**src/rtl/mms_pkg.sv**
```systemverilog
package mms_pkg;
  localparam int unsigned MMS_DATA_W = 32;
  localparam int unsigned MMS_NREGS  = 4;
  localparam int unsigned MMS_DLY_W  = 4;
  localparam int unsigned MMS_ADDR_W = $clog2(MMS_NREGS);

  typedef enum logic [1:0] {
    ACC_NONE  = 2'd0,
    ACC_READ  = 2'd1,
    ACC_WRITE = 2'd2
  } acc_kind_e;
endpackage

```
**src/rtl/mms_latency_model.sv**
```systemverilog
module mms_latency_model #(
  parameter int unsigned DLY_W = 4
) (
  input  logic             clk_i,
  input  logic             rst_n_i,
  input  logic             access_i,
  input  logic             done_i,
  input  logic [DLY_W-1:0] delay_i,
  output logic             pulse_o
);
  logic             busy_q;
  logic [DLY_W-1:0] cnt_q;
  logic [DLY_W-1:0] lat_q;
  logic [DLY_W-1:0] target;

  // First cycle uses the live delay; later cycles use the latched copy.
  assign target  = busy_q ? lat_q : delay_i;
  assign pulse_o = access_i & ~done_i & (cnt_q == target);

  always_ff @(posedge clk_i or negedge rst_n_i) begin
    if (!rst_n_i) begin
      busy_q <= 1'b0;
      cnt_q  <= '0;
      lat_q  <= '0;
    end else if (!access_i || pulse_o) begin
      busy_q <= 1'b0;
      cnt_q  <= '0;
    end else if (!done_i) begin
      if (!busy_q) begin
        busy_q <= 1'b1;
        lat_q  <= delay_i;
        cnt_q  <= DLY_W'(1);
      end else begin
        cnt_q  <= cnt_q + DLY_W'(1);
      end
    end
  end
endmodule

```
**src/rtl/mms_wait_ctrl.sv**
```systemverilog
module mms_wait_ctrl (
  input  logic clk_i,
  input  logic rst_n_i,
  input  logic access_i,
  input  logic pulse_i,
  output logic done_o,
  output logic wait_o,
  output logic commit_o
);
  logic done_q;

  // Done flag: set by the completion pulse, cleared once the access is gone.
  always_ff @(posedge clk_i or negedge rst_n_i) begin
    if (!rst_n_i)       done_q <= 1'b0;
    else if (!access_i) done_q <= 1'b0;
    else if (pulse_i)   done_q <= 1'b1;
  end

  assign done_o   = done_q;
  assign wait_o   = rst_n_i & access_i & ~done_q & ~pulse_i;
  assign commit_o = rst_n_i & pulse_i;
endmodule

```
**src/rtl/mms_reg_bank.sv**
```systemverilog
module mms_reg_bank #(
  parameter int unsigned DATA_W = 32,
  parameter int unsigned NREGS  = 4,
  localparam int unsigned ADDR_W = $clog2(NREGS)
) (
  input  logic              clk_i,
  input  logic              rst_n_i,
  input  logic              we_i,
  input  logic [ADDR_W-1:0] addr_i,
  input  logic [DATA_W-1:0] wdata_i,
  output logic [DATA_W-1:0] rdata_o
);
  logic [DATA_W-1:0] regs [NREGS];

  for (genvar g = 0; g < NREGS; g++) begin : g_reg
    always_ff @(posedge clk_i or negedge rst_n_i) begin
      if (!rst_n_i)                                 regs[g] <= '0;
      else if (we_i && (addr_i == ADDR_W'(g)))      regs[g] <= wdata_i;
    end
  end

  assign rdata_o = regs[addr_i];
endmodule

```
**src/rtl/mms_wait_slave.sv**
```systemverilog
module mms_wait_slave
  import mms_pkg::*;
#(
  parameter int unsigned DATA_W = MMS_DATA_W,
  parameter int unsigned NREGS  = MMS_NREGS,
  parameter int unsigned DLY_W  = MMS_DLY_W,
  localparam int unsigned ADDR_W = $clog2(NREGS)
) (
  input  logic              clk_i,
  input  logic              rst_n_i,
  input  logic              sel_n_i,
  input  logic              rd_n_i,
  input  logic              wr_n_i,
  input  logic [ADDR_W-1:0] addr_i,
  input  logic [DATA_W-1:0] wdata_i,
  input  logic [DLY_W-1:0]  delay_i,
  output logic [DATA_W-1:0] rdata_o,
  output logic              wait_o
);
  acc_kind_e kind;
  logic      access_w;
  logic      pulse_w;
  logic      done_w;
  logic      commit_w;
  logic      wr_commit_w;

  always_comb begin
    if (sel_n_i)      kind = ACC_NONE;
    else if (!wr_n_i) kind = ACC_WRITE;
    else if (!rd_n_i) kind = ACC_READ;
    else              kind = ACC_NONE;
  end

  assign access_w    = (kind != ACC_NONE);
  assign wr_commit_w = commit_w & (kind == ACC_WRITE);

  mms_latency_model #(.DLY_W(DLY_W)) lat_i (
    .clk_i   (clk_i),
    .rst_n_i (rst_n_i),
    .access_i(access_w),
    .done_i  (done_w),
    .delay_i (delay_i),
    .pulse_o (pulse_w)
  );

  mms_wait_ctrl ctrl_i (
    .clk_i   (clk_i),
    .rst_n_i (rst_n_i),
    .access_i(access_w),
    .pulse_i (pulse_w),
    .done_o  (done_w),
    .wait_o  (wait_o),
    .commit_o(commit_w)
  );

  mms_reg_bank #(.DATA_W(DATA_W), .NREGS(NREGS)) bank_i (
    .clk_i  (clk_i),
    .rst_n_i(rst_n_i),
    .we_i   (wr_commit_w),
    .addr_i (addr_i),
    .wdata_i(wdata_i),
    .rdata_o(rdata_o)
  );
endmodule


```
**config.mk**
```make
export PLATFORM = sky130hd
export DESIGN_NAME = mms_wait_slave
export DESIGN_NICKNAME = d
export VERILOG_FILES = /design/src/rtl/mms_pkg.sv /design/src/rtl/mms_latency_model.sv /design/src/rtl/mms_wait_ctrl.sv /design/src/rtl/mms_reg_bank.sv /design/src/rtl/mms_wait_slave.sv
export SDC_FILE = /design/constraint.sdc
export NUM_CORES = 1
export LEC_CHECK = 0
export BUFFER_PORTS_ARGS = -buffer_cell sky130_fd_sc_hd__buf_2
export CAP_MARGIN = 10
export CORE_MARGIN = 5
export CORE_UTILIZATION = 35
export CTS_CLUSTER_DIAMETER = 50
export DETAILED_ROUTE_END_ITERATION = 7
export SYNTH_ARGS = -nofsm -noshare
export SYNTH_HDL_FRONTEND = slang
export SYNTH_SLANG_ARGS = --single-unit
```
**constraint.sdc**
```tcl
create_clock -name clk_i -period 7.6 [get_ports clk_i]
set_input_delay 0.38 -clock clk_i [delete_from_list [all_inputs] [get_ports clk_i]]
set_output_delay 0.38 -clock clk_i [all_outputs]
set_load 0.005 [all_outputs]
```
======== Yosys cells after proc, flatten, opt, wreduce, memory -nomap -nowiden ========
Index checks and enable logic that the tools add are counted.
W data, S select, Z words.
storage, ports and cells
  output and inout bits ................... 33
  register bits after elaboration ......... 138
operators by class
  order comparisons ....................... 1
  bitwise gates (word level) .............. 11
  eq/ne operators ......................... 7
  reductions and logical operators ........ 9
  add/sub/neg operators ................... 1
  muxes and demuxes ....................... 14
operators by type and width
  kind                   number
  $bmux W32 S2           1
  $mux W32               2
  $mux W4                4
  $and A1 B1 Y1          7
  $eq A2 B2 Y1 const B   3
  $mux W1                5
  $add A4 B1 Y4 const B  1
  $eq A4 B4 Y1           1
  $logic_and A1 B1 Y1    4
  $mux W2                2
  $ne A2 B2 Y1 const B   2
  $ge A3 B3 Y1 const B   1
  $not A1 Y1             3
  $not A2 Y3             1
  $eq A2 B1 Y1 const B   1
  $logic_not A2 Y1       1
  $reduce_and A2 Y1      1
  $reduce_bool A2 Y1     1
  $logic_not A1 Y1       1
  $logic_or A1 B1 Y1     1

======== Longest topological paths before layout ========
Gate-level depths: netlist of run 1.
  word-level depth ........................ 9
  gate-level depth with buffers ........... 8
  depth with buffers taken out ............ 5

======== Modules after synthesis ========
From an unflattened synthesis of run 1, not the netlist that was laid out.
unflattened totals
  cells, all modules ...................... 364
  area, all modules ....................... 6150.9 um^2
modules (own cells, without submodules)
  module             instances  cells each  area an instance (um^2)
  mms_reg_bank       1          312         5544.1
  mms_latency_model  1          46          536.8
  mms_wait_ctrl      1          4           52.6
  mms_wait_slave     1          2           17.5

======== Worst setup path after synthesis of run 1 ========
No wires, ideal clock.
  path type ............................... register to register
  from .................................... register lat_i.busy_q
  to ...................................... register bank_i.regs[100] (netlist name)
  data required time ...................... 7.475 ns
  setup slack ............................. 5.139 ns
  stages on the path, launching flop included .. 9
  data arrival time ....................... 2.335 ns
  buffers on the path ..................... 3
  library setup time ...................... 0.125 ns
  path through ............................ dfrtp_1 buf_2 mux2i_1 xnor2_1 or4_4 or4_1 buf_2 buf_6 mux2_4
on the way
  cells in the longest elaborated chain, start to end .. 6
RTL lines
  element                        RTL line                 RTL
  start, declared                mms_latency_model.sv:11  logic busy_q;
  start signal, assigned         mms_latency_model.sv:22  busy_q <= 1'b0;
  start signal, assigned         mms_latency_model.sv:26  busy_q <= 1'b0;
  start signal, assigned         mms_latency_model.sv:30  busy_q <= 1'b1;
  $mux W4                        --
  $eq A4 B4 Y1                   mms_latency_model.sv:18  assign pulse_o = access_i & ~done_i & (cnt_q == target);
  $and A1 B1 Y1                  mms_latency_model.sv:18
  $and A1 B1 Y1                  mms_wait_ctrl.sv:21      assign commit_o = rst_n_i & pulse_i;
  $and A1 B1 Y1                  mms_wait_slave.sv:35     assign wr_commit_w = commit_w & (kind == ACC_WRITE);
  $logic_and A1 B1 Y1            mms_reg_bank.sv:18       else if (we_i && (addr_i == ADDR_W'(g))) regs[g] <= wdata_i;
  end signal, assigned by index  mms_reg_bank.sv:18
  end, declared                  mms_reg_bank.sv:13       logic [DATA_W-1:0] regs [NREGS];
Every way passes these cells.
A chain may end at the register's enable or synchronous reset.

======== Worst setup path in the final report of run 1 ========
  from .................................... input port rst_n_i
  to ...................................... register bank_i.regs[118] (netlist name)
on the way
  cells in the longest elaborated chain, start to end .. 3
RTL lines
  element              RTL line              RTL
  start, declared      mms_wait_slave.sv:10  input logic rst_n_i,
  $and A1 B1 Y1        mms_wait_ctrl.sv:21
  $and A1 B1 Y1        mms_wait_slave.sv:35
  $logic_and A1 B1 Y1  mms_reg_bank.sv:18
Every way passes these cells.

==> flow_metrics.py, run 1 <==
metrics = {
    "sta": {
        "hold_viol": 0,
        "maxSlewViolCount": 0,
        "setup_tns_ns": 0,
        "tightest_slew_ns": 1.031,
        "maxSlewHeadroom_pct": 31.26,
        "setup_viol": 0,
        "fin_worst_skew_ns": 0.01141,
        "rsz0062_at_grt": "false",
        "period_needed_ns": 3.375,
        "max_freq_ghz": 0.2963,
        "period_share_pct": 44.40,
    },
    "cts": {
        "insertion_delay_ns": 0.41,
        "cts_tree": "yes",
        "htree_levels": 4,
        "clock_sinks": 138,
        "cts_buffers": 17,
        "ctsResizeCount": 0,
        "clockRootBuffer": "clkbuf_16",
        "clkTransAtPathRegs_ns": 0.06,
        "clock_path_buffers": 2,
    },
    "floorplan": {
        "num_rows": 48,
        "initial_core_util_pct": 35.79,
        "die_x_um": 143.0,
        "core_area_um2": 17300,
        "ios": 76,
        "dieArea_um2": 20440,
        "fp.dieH_um": 143.0,
    },
    "global_routing": {
        "antenna_found_initial": 1,
        "met3_usage_pct": 4.019,
        "grtUsageMet2_pct": 21.32,
        "grt-ovfl-total": 0,
        "track_usage_pct": 13.62,
        "busiest_layer": "met2",
        "grt_max_degree": 78,
        "grtUsageMet1_pct": 18.30,
        "grt_pass1_vias": 3874,
        "grt_pass1_wl_um": 21310,
    },
    "synth": {
        "yosysSeqAreaShare_pct": 55.79,
        "ys_warn_count": 0,
        "syn_inst": 366,
        "syn_area_um2": 6190,
        "synth.distinct_cells": 32,
        "syn_nets": 410,
        "synth.avg_cell_area_um2": 16.91,
        "ys_ff_latch": 138,
    },
    "layout": {
        "stdcell_area_um2": 7372,
        "area_growth_syn_to_layout_pct": 19.10,
        "fin_util_pct": 42.62,
        "mostFrequentLayoutCells": "dfrtp_1 (138), mux2_2 (99), buf_2 (74)",
        "instances_no_fill": 681,
        "antenna-diode-count": 0,
        "finalNetCount": 488,
        "fillers": 1569,
        "layout-drive-gt1-share_pct": 60.31,
        "final_common_cell": "dfrtp_1",
    },
    "worst_setup_path": {
        "max_stage_delay_ns": 0.86,
        "worstSetupPathDepth": 7,
        "regToRegSetupSlack_ns": 4.41,
        "rr_startpoint": "lat_i.busy_q",
        "cp-end-kind": "register",
        "critPathLaunch": "rst_n_i",
        "reg2reg_to": "bank_i.regs[118]",
        "critical_path.endpoint": "bank_i.regs[118]",
        "path_delay_family": "simple AND/OR/NAND/NOR gates",
        "slowest_stage": "or4_2",
        "cp_max_fo": 63,
        "cp.arrival_ns": 3.66,
        "critPathRequiredTime_ns": 7.89,
        "ff2ff_path_depth": 6,
        "path_cells": "dlygate4sd3_1 > buf_6 > nand2b_1 > or4_4 > or4_2 > buf_4 > mux2_4",
        "crit_type": "input pin to register",
        "start_kind": "input pin",
        "path_buf_inv": 3,
    },
    "place": {
        "place_congestion": 0.6854,
        "place_area_um2": 6800,
        "io_buffers": 75,
        "place_hpwl_um": 8120,
        "placed_cells": 649,
    },
    "route": {
        "routed_wl_um": 12880,
        "ant_nets": 0,
        "routedWlPerCell_um": 18.91,
        "drc": 0,
        "first_pass_iters": 4,
        "via_per_inst": 5.081,
        "drtIter0Drc": 125,
        "num_vias": 3460,
    },
    "pwr": {
        "p_total_mw": 1.940,
        "p_leak_nw": 3.711,
        "cellPowerDensity_nw_per_um2": 263.1,
        "irDropWorstVdd_uv": 166.3,
    },
    "run": {
        "cap_violations": 0,
    },
    "min_path": {
        "hold_path_class": "input pin to register",
    },
    "run_status": {
        "outcome": "finished clean",
    },
}
==> logic make-up after synthesis <==
group           after synthesis  share of synthesized area (%)
buf+inv                      25                          2.102
xor+xnor                      4                         0.5661
simple gates                 19                          1.900
mux                         169                          38.31
compound gates               10                          1.132
fa+ha+maj                     1                         0.2021
flops                       138                          55.79
==> worst min path at each step <==
stage	endpoint	from	depth (start not counted)	slack, ns
after floorplan	bank_i.regs[0]	rst_n_i	0	0.08
after global placement	bank_i.regs[78]	rst_n_i	1	0.40
after detailed placement	bank_i.regs[110]	rst_n_i	1	0.40
after CTS	lat_i.lat_q[0]	delay_i[0]	2	0.20
after global routing	lat_i.lat_q[0]	delay_i[0]	2	0.22
final	lat_i.lat_q[0]	delay_i[0]	2	0.22
==> layer usage <==
| layer | vias up | wire length, µm |
|---|---|---|
| met4 | 2 | 167 |
| met5 | - | 7 |
| met2 | 68 | 6228 |
| met1 | 1849 | 5831 |
| met3 | 16 | 644 |
| li1 | 1525 | - |
==> cell usage after synthesis (all sizes together) <==
cell	instances	share of area, %
o21a	1	0.12
dfrtp	138	56
nand2b	1	0.10
nand3	2	0.16
o211ai	1	0.12
xnor2	1	0.14
mux2i	4	0.65
buf	17	1.6
nor4	1	0.20
o31ai	1	0.12
nand2	1	0.061
nor2	8	0.49
inv	2	0.12
a21o	1	0.12
or4	2	0.30
mux2	133	26
xor2	3	0.42
nor4b	1	0.24
nor3	2	0.24
clkbuf	6	0.36
a21oi	2	0.16
a211oi	1	0.12
nor2b	1	0.10
ha	1	0.20
mux4	32	12
a22oi	3	0.36
==> sequential cells by signal (all words and copies together) (netlist names) <==
register	cells
lat_i.lat_q	4
lat_i.busy_q	1
lat_i.cnt_q	4
ctrl_i.done_o	1
bank_i.regs	128
==> metrics by stage <==
stage / worst slack [ns] / hold slack, ns
6_report: 4.225 / 0.2194
5_1_grt: 4.059 / 0.2188
4_1_cts: 4.205 / 0.1998
3_5_place_dp: 4.337 / 0.4035
3_3_place_gp: 4.363 / 0.3982
2_1_floorplan: 5.139 / 0.08441
==> final cells by class <==
cell class / instances / area, µm² / area share, %
multi-input cells: 203 / 2631 / 35.69
well taps: 225 / 281.5 / 3.819
inverters: 2 / 7.507 / 0.1018
repair buffers: 82 / 436.7 / 5.923
flip-flops and latches: 138 / 3453 / 46.84
clock inverters: 9 / 97.59 / 1.324
clock buffers: 22 / 464.2 / 6.297
==> power by group <==
part / switching (mW) / internal, mW / total (mW)
Clock: 0.291 / 0.494 / 0.785
Sequential: 0.0539 / 0.839 / 0.892
Combinational: 0.0993 / 0.163 / 0.262
Total: 0.444 / 1.50 / 1.94
==> repair_timing <==
action,in CTS,in global routing
hold buffers,1,0
buffers inserted,0,0
endpoints found under the hold margin,61,0
endpoints found under the setup margin,0,0
Note: power is estimated with default switching activity, not from simulation.
==> run 2: changes to the inputs <==
--- a/config.mk
+++ b/config.mk
@@ -5,6 +5,7 @@
 export SDC_FILE = /design/constraint.sdc
 export NUM_CORES = 1
 export LEC_CHECK = 0
+export ABC_AREA = 1
 export BUFFER_PORTS_ARGS = -buffer_cell sky130_fd_sc_hd__buf_2
 export CAP_MARGIN = 10
 export CORE_MARGIN = 5
==> constraint.sdc (replaced) <==
create_clock -name clk_i -period 3.4 [get_ports clk_i]
set_input_delay 0.17 -clock clk_i [delete_from_list [all_inputs] [get_ports clk_i]]
set_output_delay 0.17 -clock clk_i [all_outputs]
set_load 0.005 [all_outputs]
==> run 2 against run 1 <==
Net effect: synthesized cell count increased by 120%; critical path depth increased by 4; worst setup slack worse by 3.2 ns; sequential power is 110% higher; power up 110%; final cell count rose by 58%; critical path type is now register to register; largest power group unchanged.
==> flow_metrics.py, run 2 <==
metrics = {
    "layout": {
        "mostFrequentLayoutCells": "nand2_1 (337), dfrtp_1 (138), nand4_1 (129)",
        "register_area_um2": 3453,
        "antenna-diode-count": 0,
        "finalNetCount": 873,
        "regMostFlops": "bank_i.regs",
        "fillers": 1892,
        "final_common_cell": "nand2_1",
        "area_growth_syn_to_layout_pct": 15.92,
        "layout-drive-gt1-share_pct": 15.60,
        "stdcell_area_um2": 7735,
        "biggestRegsByFlops": "bank_i.regs (128), lat_i.cnt_q (4), lat_i.lat_q (4)",
        "multiInputGateArea_um2": 2805,
        "largest_reg_flops": 128,
    },
    "synth": {
        "syn_inst": 788,
        "ys_ff_latch": 138,
        "yosysMostFrequentCell": "nand2_1",
        "synth.distinct_cells": 27,
        "syn_area_um2": 6673,
        "synth_edf_count": 0,
        "synth.avg_cell_area_um2": 8.468,
        "synth_flop_cell": "dfrtp_1",
        "synth_commonest_cells": "nand2_1 (337), dfrtp_1 (138), nand4_1 (129)",
        "async_flop_share_pct": 100.0,
        "ys_warn_count": 0,
        "yosysTopAreaCellShare_pct": 51.75,
        "syn_nets": 832,
        "yosysSeqAreaShare_pct": 51.75,
        "yosys-top-cells-area": "dfrtp_1 (52%), nand2_1 (19%), nand4_1 (12%)",
        "yosysTopAreaCell": "dfrtp_1",
    },
    "route": {
        "first_pass_iters": 5,
        "routed_wl_um": 17780,
        "ant_nets": 0,
        "drc": 0,
        "via_per_inst": 5.379,
        "drtIter0Drc": 554,
        "routedWlPerCell_um": 16.55,
        "num_vias": 5777,
    },
    "floorplan": {
        "dieArea_um2": 21930,
        "die_x_um": 148.1,
        "core_area_um2": 18770,
        "ios": 76,
        "num_rows": 50,
        "fp.dieH_um": 148.1,
        "initial_core_util_pct": 35.55,
    },
    "worst_setup_path": {
        "slowest_stage": "dfrtp_1",
        "regToRegSetupSlack_ns": 1.01,
        "worstSetupPathDepth": 11,
        "critPathRequiredTime_ns": 3.69,
        "path_delay_family": "buffers and inverters",
        "path_buf_inv": 3,
        "max_stage_delay_ns": 0.52,
        "path_cells": "inv_4 > nand2_2 > nand2_1 > a21oi_1 > nand3_2 > nor2_8 > buf_12 > nand3_2 > buf_4 > nand2_1 > nand2_1",
        "crit_type": "register to register",
        "start_kind": "register",
        "ff2ff_path_depth": 11,
        "cp_common_cell": "nand2_1",
        "cp.arrival_ns": 2.68,
        "cp_max_fo": 131,
        "cp-end-kind": "register",
    },
    "min_path": {
        "hold_path_class": "input pin to register",
        "hold_depth": 3,
    },
    "sta": {
        "max_freq_ghz": 0.4192,
        "hold_viol": 0,
        "setup_tns_ns": 0,
        "maxSlewHeadroom_pct": 37.70,
        "fin_worst_skew_ns": 0.008350,
        "setup_viol": 0,
        "period_share_pct": 70.17,
        "rsz0062_at_grt": "false",
        "period_needed_ns": 2.386,
        "maxSlewViolCount": 0,
        "tightest_slew_ns": 0.9345,
    },
    "cts": {
        "clock_path_buffers": 2,
        "ctsResizeCount": 0,
        "htree_levels": 4,
        "clkTransAtPathRegs_ns": 0.06,
        "insertion_delay_ns": 0.41,
        "cts_buffers": 17,
        "clock_sinks": 138,
        "hold_buffers": 1,
        "cts_tree": "yes",
        "clockRootBuffer": "clkbuf_16",
        "cts_setup_buffers": 0,
    },
    "pwr": {
        "cellPowerDensity_nw_per_um2": 530.0,
        "p_leak_nw": 4.179,
        "irDropWorstVdd_uv": 249.1,
    },
    "global_routing": {
        "grt_pass1_vias": 5603,
        "grt-ovfl-total": 0,
        "track_usage_pct": 16.64,
        "antenna_found_initial": 0,
        "grt_pass1_wl_um": 29640,
        "grt_max_degree": 132,
    },
    "run": {
        "cap_violations": 0,
    },
    "place": {
        "place_congestion": 0.8042,
        "place_area_um2": 7156,
        "io_buffers": 75,
        "place_hpwl_um": 10230,
    },
    "run_status": {
        "outcome": "finished clean",
    },
}
run 2: worst reg2reg max path, delay by kind of cell, from the launching register on:
| family | cells | cell delay [ns] |
|---|---|---|
| buffers and inverters | 3 | 0.82 |
| DFF | 1 | 0.52 |
| and+or+nand+nor | 7 | 0.78 |
| AOI/OAI and AO/OA | 1 | 0.16 |
run 2: logic make-up (layout without fill, tap and decap cells):
logic type,Yosys count,in the layout,share of synthesized area (%)
and+or+nand+nor,508,508,34.90
DFF,138,138,51.75
buffers and inverters,81,133,6.525
AOI/OAI and AO/OA,58,58,6.375
xor gates and xnor gates,2,2,0.2626
adders and majority gates,1,1,0.1875
run 2: final cells by class:
type | instances | area share, %
flip-flops and latches | 138 | 44.65
multi-input cells | 569 | 36.27
repair buffers | 91 | 7.328
clock buffers | 22 | 6.131
well taps | 234 | 3.785
clock inverters | 8 | 1.229
inverters | 12 | 0.6147
run 2: per-layer routing:
metal / up-vias / part of all wire, % / GRT usage (%)
met2: 119 / 46 / 25.94
li1: 2804 / - / -
met4: 0 / 1.3 / 5.358
met1: 2837 / 48 / 23.41
met5: - / 0 / 0
met3: 17 / 4.3 / 3.352
run 2: report_power, final:
part / internal [mW] / switching, mW
registers: 1.77 / 0.0757
logic: 0.147 / 0.316
clock network: 1.12 / 0.667
total: 3.04 / 1.06
run 2: final timing paths:
check / from / endpoint
worst max-delay path: lat_i.busy_q / bank_i.regs[87]
worst min-delay path: wdata_i[15] / bank_i.regs[79]
worst max register to register: lat_i.busy_q / bank_i.regs[87]
worst min register to register: bank_i.regs[58] / bank_i.regs[58]
max in group asynchronous: rst_n_i / bank_i.regs[106]
min in group asynchronous: rst_n_i / lat_i.lat_q[0]
run 2: per-stage QoR:
stage | hold slack (ns) | setup WS [ns] | utilization, % | power (mW) | std cells
after global routing | 0.03602 | 0.7556 | 41.21 | 4.295 | 1074
after CTS | 0.01998 | 1.033 | 41.21 | 4.145 | 1074
after detailed placement | 0.4265 | 1.047 | 38.13 | 2.339 | 1043
after global placement | 0.4261 | 1.078 | 38.13 | 2.334 | 1043
after floorplan | -0.1256 | 1.789 | - | 2.156 | 788
final | 0.04644 | 1.014 | 41.21 | 4.100 | 1074
==> run 3: changes to the inputs <==
--- a/config.mk
+++ b/config.mk
@@ -5,7 +5,7 @@
 export SDC_FILE = /design/constraint.sdc
 export NUM_CORES = 1
 export LEC_CHECK = 0
-export ABC_AREA = 1
+export ABC_AREA = 0
 export BUFFER_PORTS_ARGS = -buffer_cell sky130_fd_sc_hd__buf_2
 export CAP_MARGIN = 10
 export CORE_MARGIN = 5
==> constraint.sdc (replaced) <==
create_clock -name clk_i -period 2.1 [get_ports clk_i]
set_input_delay 0.105 -clock clk_i [delete_from_list [all_inputs] [get_ports clk_i]]
set_output_delay 0.105 -clock clk_i [all_outputs]
set_load 0.005 [all_outputs]
==> run 3 against run 2 <==
Net effect: the flow now finishes with violations (negative setup slack); final area is 10% higher; power grew 82%; clock-buffer cell count rose by 4; sequential share of layout area shrank 4.2 points; non-clock buffer count is 62 higher; maximum frequency down 1.5%; flip-flop and latch count is the same; core utilization grew 8.2 points; hold slack improved by 0.024 ns; worst setup slack worse by 1.3 ns.
==> flow_metrics.py, run 3 (same netlist as run 1, synthesis figures left out) <==
metrics = {
    "worst_setup_path": {
        "regToRegSetupSlack_ns": -0.32,
        "cp.arrival_ns": 2.71,
        "rr_startpoint": "lat_i.busy_q",
        "cp-end-kind": "register",
        "reg2reg_to": "bank_i.regs[68]",
        "crit_type": "register to register",
        "ff2ff_path_depth": 8,
        "cp_max_fo": 17,
        "critPathRequiredTime_ns": 2.39,
        "start_kind": "register",
    },
    "min_path": {
        "hold_depth": 3,
        "min_from": "sel_n_i",
        "hold_path_class": "input pin to register",
        "hold-path-endpoint": "ctrl_i.done_o",
    },
    "route": {
        "routedWlPerCell_um": 19.11,
        "num_vias": 3730,
        "first_pass_iters": 4,
        "via_per_inst": 4.954,
        "ant_nets": 0,
        "routed_wl_um": 14390,
        "drtIter0Drc": 178,
        "drc": 0,
    },
    "layout": {
        "biggestRegsByFlops": "bank_i.regs (128), lat_i.cnt_q (4), lat_i.lat_q (4)",
        "regMostFlops": "bank_i.regs",
        "stdcell_area_um2": 8539,
        "largest_reg_flops": 128,
        "antenna-diode-count": 0,
        "mostFrequentLayoutCells": "dfrtp_1 (138), mux2_4 (83), buf_2 (74)",
        "area_growth_syn_to_layout_pct": 37.96,
        "layout-drive-gt1-share_pct": 59.47,
        "fin_util_pct": 49.37,
        "final_common_cell": "dfrtp_1",
        "finalNetCount": 559,
        "instances_no_fill": 753,
    },
    "global_routing": {
        "met3_usage_pct": 4.320,
        "track_usage_pct": 14.98,
        "grt-ovfl-total": 0,
        "grtUsageMet1_pct": 19.45,
        "antenna_found_initial": 1,
        "grt_max_degree": 139,
        "grtUsageMet2_pct": 24.31,
        "grt_pass1_wl_um": 23330,
        "grt_pass1_vias": 4242,
        "busiest_layer": "met2",
    },
    "floorplan": {
        "die_x_um": 143.0,
        "initial_core_util_pct": 35.79,
        "fp.dieH_um": 143.0,
        "num_rows": 48,
        "core_area_um2": 17300,
        "ios": 76,
        "dieArea_um2": 20440,
    },
    "place": {
        "place_congestion": 0.7671,
        "place_hpwl_um": 8754,
        "io_buffers": 75,
        "placed_cells": 670,
        "place_area_um2": 7086,
    },
    "cts": {
        "insertion_delay_ns": 0.42,
        "clock_path_buffers": 2,
        "clockRootBuffer": "clkbuf_16",
        "clkTransAtPathRegs_ns": 0.05,
        "clock_sinks": 138,
        "htree_levels": 4,
        "cts_tree": "yes",
        "cts_buffers": 17,
    },
    "pwr": {
        "irDropWorstVdd_uv": 653.0,
        "p_sw_share_pct": 22.59,
        "internal_power_mw": 5.784,
        "switchingPower_mw": 1.688,
        "combPwrFrac_pct": 16.2,
        "p_total_mw": 7.473,
        "p_leak_nw": 4.201,
        "clockPowerShare_pct": 40.6,
        "cellPowerDensity_nw_per_um2": 875.1,
        "pwr-share-seq_pct": 43.2,
    },
    "sta": {
        "tightest_slew_ns": 0.7427,
        "period_needed_ns": 2.421,
        "fin_worst_skew_ns": 0.01311,
        "max_freq_ghz": 0.4130,
        "setup_viol": 129,
        "rsz0062_at_grt": "true",
        "maxSlewHeadroom_pct": 50.49,
        "period_share_pct": 115.3,
        "fin_hold_ws_ns": 0.07068,
        "maxSlewViolCount": 0,
        "setup_ws_ns": -0.3213,
        "hold_viol": 0,
    },
    "run_status": {
        "failed_checks": "negative setup slack",
        "outcome": "complete, but fails checks",
    },
    "run": {
        "cap_violations": 0,
    },
}
-- run 3: changes by cell type in the layout (fill, tap and decap cells not counted), sizes merged, moves of 3 or more --
cell / previous run / this run
nand3: 30 / 2
mux2i: 0 / 4
nand3b: 3 / 0
inv: 11 / 2
mux2: 0 / 133
dlygate4sd3: 1 / 37
a22oi: 53 / 3
nand2: 338 / 1
buf: 90 / 116
mux4: 0 / 32
clkinv: 5 / 2
clkbuf: 22 / 26
nand4: 129 / 0
o21ai: 3 / 0
-- run 3: per-layer routing --
metal / part of all wire, % / routed length (µm) / vias up
met5: 0.049 / 7 / -
met4: 1.0 / 150 / 2
met3: 4.6 / 667 / 11
met2: 49 / 7086 / 78
met1: 45 / 6479 / 1965
li1: - / - / 1674
-- run 3: per-stage QoR --
step           worst slack (ns)  TNS (ns)
5_1_grt                 -0.4100    -45.44
2_1_floorplan           -0.3149    -30.30
6_report                -0.3213    -33.29
3_3_place_gp            -0.2291    -26.15
3_5_place_dp            -0.2903    -30.31
4_1_cts                 -0.2974    -30.80
-- run 3: how the worst max path moves through the flow --
stage / start / end / slack, ns / depth (start not counted)
3_5_place_dp: lat_i.busy_q / bank_i.regs[86] / -0.29 / 9
4_1_cts: lat_i.busy_q / bank_i.regs[84] / -0.30 / 8
2_1_floorplan: lat_i.busy_q / bank_i.regs[107] / -0.31 / 8
6_report: lat_i.busy_q / bank_i.regs[68] / -0.32 / 8
3_3_place_gp: lat_i.busy_q / bank_i.regs[85] / -0.23 / 9
5_1_grt: lat_i.busy_q / bank_i.regs[62] / -0.41 / 10
-- run 3: final cells by class --
type | count | area, µm²
fillers | 1467 | 8757
flip-flops and latches | 138 | 3453
multi-input cells | 203 | 2858
repair buffers | 153 | 1339
clock buffers | 26 | 489.2
well taps | 225 | 281.5
clock inverters | 6 | 111.4
inverters | 2 | 7.507
-- run 3: what timing repair did --
action / 4_1_cts / 5_1_grt
hold buffers: 37 / 0
buffers inserted: 9 / 0
gates resized for setup: 72 / 2
setup endpoints to repair: 129 / 131
hold endpoints to repair: 270 / 0
pin swaps: 1 / 0
cloned: 5 / 0
-- run 3: critical path, stage by stage, from the launching register on --
cell and delay (ns):
dfrtp_1 0.38, mux2i_2 0.23, xnor2_1 0.11, or4_4 0.53
buf_12 0.15, nor4_4 0.19, buf_4 0.17, buf_12 0.17
mux2_2 0.35
-- run 3: power groups by stage --
stage	registers (mW)	logic [mW]	clock network [mW]
floorplan	3.20	0.672	0
global placement	3.24	1.02	0
detailed placement	3.26	1.06	0
CTS	3.23	1.23	3.12
global route	3.27	1.31	3.26
finish	3.23	1.21	3.04
